==> src/rtl/guard_pkg.sv <==
package guard_pkg;

  typedef enum logic [2:0] {
    RG_ROM    = 3'd0,
    RG_FWRAM  = 3'd1,
    RG_SECRET = 3'd2,
    RG_APPRAM = 3'd3,
    RG_TIMER  = 3'd4,
    RG_UART   = 3'd5,
    RG_CTRL   = 3'd6,
    RG_NONE   = 3'd7
  } region_e;

  localparam int unsigned RG_BITS = 3;
  localparam int unsigned N_SEL   = 6;

  localparam int unsigned CW_MODE  = 0;
  localparam int unsigned CW_START = 1;
  localparam int unsigned CW_SIZE  = 2;

endpackage

==> src/rtl/guard_decode.sv <==
module guard_decode
  import guard_pkg::*;
#(
  parameter int unsigned ADDR_W = 16,
  parameter int unsigned IDX_W  = 4
) (
  input  logic [ADDR_W-1:0] addr,
  input  logic              rd,
  input  logic              wr,
  input  logic              app_mode,
  output region_e           region,
  output logic [IDX_W-1:0]  idx,
  output logic              allow,
  output logic              ctrl_hit,
  output logic [N_SEL-1:0]  sel
);

  localparam int unsigned MID_W = ADDR_W - RG_BITS - IDX_W;

  logic req;
  logic ctrl_word_ok;
  logic unused_mid;

  assign region     = region_e'(addr[ADDR_W-1 -: RG_BITS]);
  assign idx        = addr[IDX_W-1:0];
  assign req        = rd | wr;
  assign unused_mid = ^addr[IDX_W +: MID_W];

  // Identity words live in the upper half of the control word space.
  always_comb begin
    ctrl_word_ok = idx[IDX_W-1] ||
                   (idx == IDX_W'(CW_MODE)) ||
                   (idx == IDX_W'(CW_START)) ||
                   (idx == IDX_W'(CW_SIZE));
  end

  always_comb begin
    allow = 1'b0;
    if (req) begin
      unique case (region)
        RG_ROM:    allow = !wr;
        RG_FWRAM:  allow = !app_mode;
        RG_SECRET: allow = !app_mode && !wr;
        RG_APPRAM,
        RG_TIMER,
        RG_UART:   allow = 1'b1;
        RG_CTRL:   allow = ctrl_word_ok && !(wr && app_mode);
        default:   allow = 1'b0;
      endcase
    end
  end

  assign ctrl_hit = allow && (region == RG_CTRL);

  for (genvar i = 0; i < N_SEL; i++) begin : g_sel
    assign sel[i] = allow && (region == region_e'(i));
  end

endmodule

==> src/rtl/guard_ctrl.sv <==
module guard_ctrl
  import guard_pkg::*;
#(
  parameter int unsigned DATA_W   = 32,
  parameter int unsigned ID_WORDS = 8,
  parameter int unsigned IDX_W    = 4
) (
  input  logic              clk,
  input  logic              rst,
  input  logic              acc,
  input  logic              wr,
  input  logic [IDX_W-1:0]  idx,
  input  logic [DATA_W-1:0] wdata,
  output logic              app_mode,
  output logic [DATA_W-1:0] rdata
);

  localparam int unsigned ID_AW = $clog2(ID_WORDS);

  logic [DATA_W-1:0] start_q;
  logic [DATA_W-1:0] size_q;
  logic [DATA_W-1:0] id_mem [ID_WORDS];
  logic              id_hit;
  logic [ID_AW-1:0]  id_addr;

  assign id_hit  = idx[IDX_W-1];
  assign id_addr = idx[ID_AW-1:0];

  // Mode flag and info words: reset state, firmware writes only (gated upstream).
  always_ff @(posedge clk) begin
    if (rst) begin
      app_mode <= 1'b0;
      start_q  <= '0;
      size_q   <= '0;
    end else if (acc && wr && !id_hit) begin
      unique case (idx)
        IDX_W'(CW_MODE):  app_mode <= 1'b1;
        IDX_W'(CW_START): start_q  <= wdata;
        IDX_W'(CW_SIZE):  size_q   <= wdata;
        default: ;
      endcase
    end
  end

  // Identity words: plain synchronous-write array without reset.
  always_ff @(posedge clk) begin
    if (acc && wr && id_hit) begin
      id_mem[id_addr] <= wdata;
    end
  end

  always_ff @(posedge clk) begin
    if (rst || !acc || wr) begin
      rdata <= '0;
    end else if (id_hit) begin
      rdata <= id_mem[id_addr];
    end else begin
      unique case (idx)
        IDX_W'(CW_MODE):  rdata <= DATA_W'(app_mode);
        IDX_W'(CW_START): rdata <= start_q;
        IDX_W'(CW_SIZE):  rdata <= size_q;
        default:          rdata <= '0;
      endcase
    end
  end

  // the application mode flag is one-way until reset
  a_r2_mode_sticky: assert property (@(posedge clk) disable iff (rst)
    app_mode |=> app_mode);

  // info words cannot change once in application mode
  a_r8_info_frozen: assert property (@(posedge clk) disable iff (rst)
    app_mode |=> ($stable(start_q) && $stable(size_q)));

  // a write never produces read data
  a_r10_write_no_data: assert property (@(posedge clk) disable iff (rst)
    (acc && wr) |=> (rdata == '0));

endmodule

==> src/rtl/exec_guard.sv <==
module exec_guard
  import guard_pkg::*;
#(
  parameter int unsigned ADDR_W   = 16,
  parameter int unsigned DATA_W   = 32,
  parameter int unsigned ID_WORDS = 8
) (
  input  logic              clk,
  input  logic              rst,
  input  logic [ADDR_W-1:0] addr_i,
  input  logic              rd_i,
  input  logic              wr_i,
  input  logic [DATA_W-1:0] wdata_i,
  output logic [5:0]        sel_o,
  output logic              grant_o,
  output logic [DATA_W-1:0] rdata_o,
  output logic              app_mode_o
);

  localparam int unsigned IDX_W = $clog2(ID_WORDS) + 1;

  region_e          region;
  logic [IDX_W-1:0] idx;
  logic             allow;
  logic             ctrl_hit;
  logic [N_SEL-1:0] sel;
  logic             app_mode;

  guard_decode #(
    .ADDR_W (ADDR_W),
    .IDX_W  (IDX_W)
  ) u_decode (
    .addr     (addr_i),
    .rd       (rd_i),
    .wr       (wr_i),
    .app_mode (app_mode),
    .region   (region),
    .idx      (idx),
    .allow    (allow),
    .ctrl_hit (ctrl_hit),
    .sel      (sel)
  );

  guard_ctrl #(
    .DATA_W   (DATA_W),
    .ID_WORDS (ID_WORDS),
    .IDX_W    (IDX_W)
  ) u_ctrl (
    .clk      (clk),
    .rst      (rst),
    .acc      (ctrl_hit),
    .wr       (wr_i),
    .idx      (idx),
    .wdata    (wdata_i),
    .app_mode (app_mode),
    .rdata    (rdata_o)
  );

  always_ff @(posedge clk) begin
    if (rst) begin
      sel_o   <= '0;
      grant_o <= 1'b0;
    end else begin
      sel_o   <= sel;
      grant_o <= allow;
    end
  end

  assign app_mode_o = app_mode;

  // firmware-private regions are unreachable from application mode
  a_r4_fw_private: assert property (@(posedge clk) disable iff (rst)
    (app_mode_o && (rd_i || wr_i) &&
     ((region == RG_FWRAM) || (region == RG_SECRET))) |=> !grant_o);

  // at most one region select
  a_r3_sel_onehot: assert property (@(posedge clk) disable iff (rst)
    $onehot0(sel_o));

  // a denied or idle cycle is quiet on the outputs
  a_r6_denied_quiet: assert property (@(posedge clk) disable iff (rst)
    !grant_o |-> ((sel_o == '0) && (rdata_o == '0)));

  // the unmapped region is never granted
  a_r5_unmapped: assert property (@(posedge clk) disable iff (rst)
    ((rd_i || wr_i) && (region == RG_NONE)) |=> !grant_o);

endmodule

==> config.mk <==
export PLATFORM = sky130hd
export DESIGN_NAME = exec_guard
export DESIGN_NICKNAME = d
export VERILOG_FILES = /design/src/rtl/guard_pkg.sv /design/src/rtl/guard_decode.sv /design/src/rtl/guard_ctrl.sv /design/src/rtl/exec_guard.sv
export SDC_FILE = /design/constraint.sdc
export NUM_CORES = 1
export LEC_CHECK = 0
export BUFFER_PORTS_ARGS = -buffer_cell sky130_fd_sc_hd__buf_2
export CAP_MARGIN = 30
export CORE_MARGIN = 2
export CORE_UTILIZATION = 55
export DETAILED_ROUTE_END_ITERATION = 12
export PLACE_DENSITY = 0.73
export SYNTH_ARGS = -nofsm -noshare
export SYNTH_HDL_FRONTEND = slang
export SYNTH_HIERARCHICAL = 1
export SYNTH_SLANG_ARGS = --single-unit
==> constraint.sdc <==
create_clock -name clk -period 10.46 [get_ports clk]
set_input_delay 1.569 -clock clk [delete_from_list [all_inputs] [get_ports clk]]
set_output_delay 1.569 -clock clk [all_outputs]
set_load 0.02 [all_outputs]
==> metrics.cfg <==
[routing]
m1WireLength_mm=13.12
drt-initial-drc-count=914
met2_length_mm=14.87
drtPass1Iterations=7
routed.top_layer=met4
post_drt_wl_per_cell_um=22.89
finalWirelength_mm=30.56
ant_nets=0
drc=0
wl_met3_mm=1.911
via_per_inst=6.294
vias=8402

[timing]
setup_slack_ns=5.009
hold_viol_final=0
tightest_slew_ns=0.9937
fin_crit_ns=5.451
rsz0062_at_grt=no
drv_slew=0
clock_skew_ns=0.01349
tns_ns=0
finalSetupViolations=0
fin_crit_sh=0.5211
slew_headroom=0.3375
hold_ws_ns=0.4724
fmax_mhz=183.5

[clock_network]
ctsRootBufferMaster=clkbuf_16
clkLatencyLatePin_ns=0.52
cts_tree=yes
hold_buffers=0
post-cts-setup-buffers=0
clockBufferDepth=3
path_clk_slew_ns=0.06
h-tree-depth=2
cts_resized=0
numCtsBuffers=37
numClockSinks=360

[worst_setup_path]
arrival_ns=5.63
critPathMaxFanout=72
cp.required_ns=10.64
crit_path_start_kind=input port
end_kind=flip-flop
critical_path_class=in2reg

[run_status]
status=finished clean

[pwr]
powerDensity_nw_per_um2=185.3
vdd_ir_drop_max_mv=0.1394
p_leak_nw=5.355

[cells_and_area]
layout_common_cells=edfxtp_1, dfxtp_1, buf_2, a21oi_1, nand3_1
fin_nets=1028
fin_area_sq_um=15980
layout-drive-gt1-share=0.2687
area_growth_pct=13.19
utilization=0.6347
final_common_cell=edfxtp_1
n_antenna_cell=0

[placed_design]
dp.final_hpwl_mm=15.91
place_ws_ns=4.597
gp_routability_congestion=0.7535
post_dp_cell_area_sq_um=14740
io_buffer_count=82

[floorplanning]
die_y_um=164.2
die_w_um=164.2
ios=92
start_util=0.5607
rows=58
dieArea_sq_um=26970
core_area_sq_um=25180

[synth]
synthCells=915
syn_area_sq_um=14120
synth_nets=967
synth_area_per_cell_sq_um=15.43
yosysWarnings=6

[worst_hold_path]
hold_path.class=reg2reg

[global_routing]
antenna_found_initial=0
grtUsageTotal=0.2280
grt_pass1_wl_mm=46.63
grt-ovfl-total=0
grt_max_degree=74
grt_pass1_vias=8274

[run]
drv_cap=0

==> cell type report <==
type	instances	area (sq um)
Sequential cell	360	9769
Multi-Input combinational cell	469	3955
Fill cell	1778	9200
Inverter	3	11.26
Tap cell	330	412.9
Timing Repair Buffer	105	614.3
Clock inverter	22	196.4
Clock buffer	46	1022
==> flip-flops by register name, indices dropped and copies added, names as in the netlist <==
signal,flops
grant_o,1
u_ctrl/app_mode,1
u_ctrl/id_mem,256
u_ctrl/start_q,32
sel_o,6
u_ctrl/size_q,32
u_ctrl/rdata,32
==> final timing paths <==
| check | startpoint | endpoint | slack, ns | cells after the start |
|---|---|---|---|---|
| worst min-delay path | u_ctrl/size_q[0]$_SDFFE_PP0P_ | u_ctrl/size_q[0]$_SDFFE_PP0P_ | 0.47 | 2 |
| worst min register to register | u_ctrl/size_q[0]$_SDFFE_PP0P_ | u_ctrl/size_q[0]$_SDFFE_PP0P_ | 0.47 | 2 |
| worst max register to register | u_ctrl/app_mode$_SDFFE_PP0P_ | u_ctrl/id_mem[0][15]$_DFFE_PP_ | 6.47 | 8 |
| worst max-delay path | addr_i[3] | u_ctrl/id_mem[0][15]$_DFFE_PP_ | 5.01 | 10 |
==> routing by layer <==
metal	track usage	up-vias
li1	-	3756
met1	0.3083	4244
met2	0.3741	337
met3	0.04217	65
met4	0.07855	0
met5	0	-
==> power by group <==
group,internal (mW),switching [mW]
registers,1.53,0.000951
logic,0.0470,0.0852
clock network,0.771,0.530
==> worst max-delay path, cell delays in order <==
cell      delay (ns)
buf_2           0.08
buf_4           0.71
nand2b_1        0.20
o22ai_1         0.10
nor3_1          0.35
and2_2          0.20
buf_4           0.57
nand3b_1        0.45
nor3_2          0.88
buf_4           0.45
==> metrics by stage <==
stage | power [mW] | cells
2_1_floorplan | 1.647 | 915
3_3_place_gp | 1.687 | 1265
3_5_place_dp | 1.690 | 1266
4_1_cts | 2.978 | 1334
5_1_grt | 3.046 | 1335
6_report | 2.962 | 1335
Power figures use the tool's default switching activity.
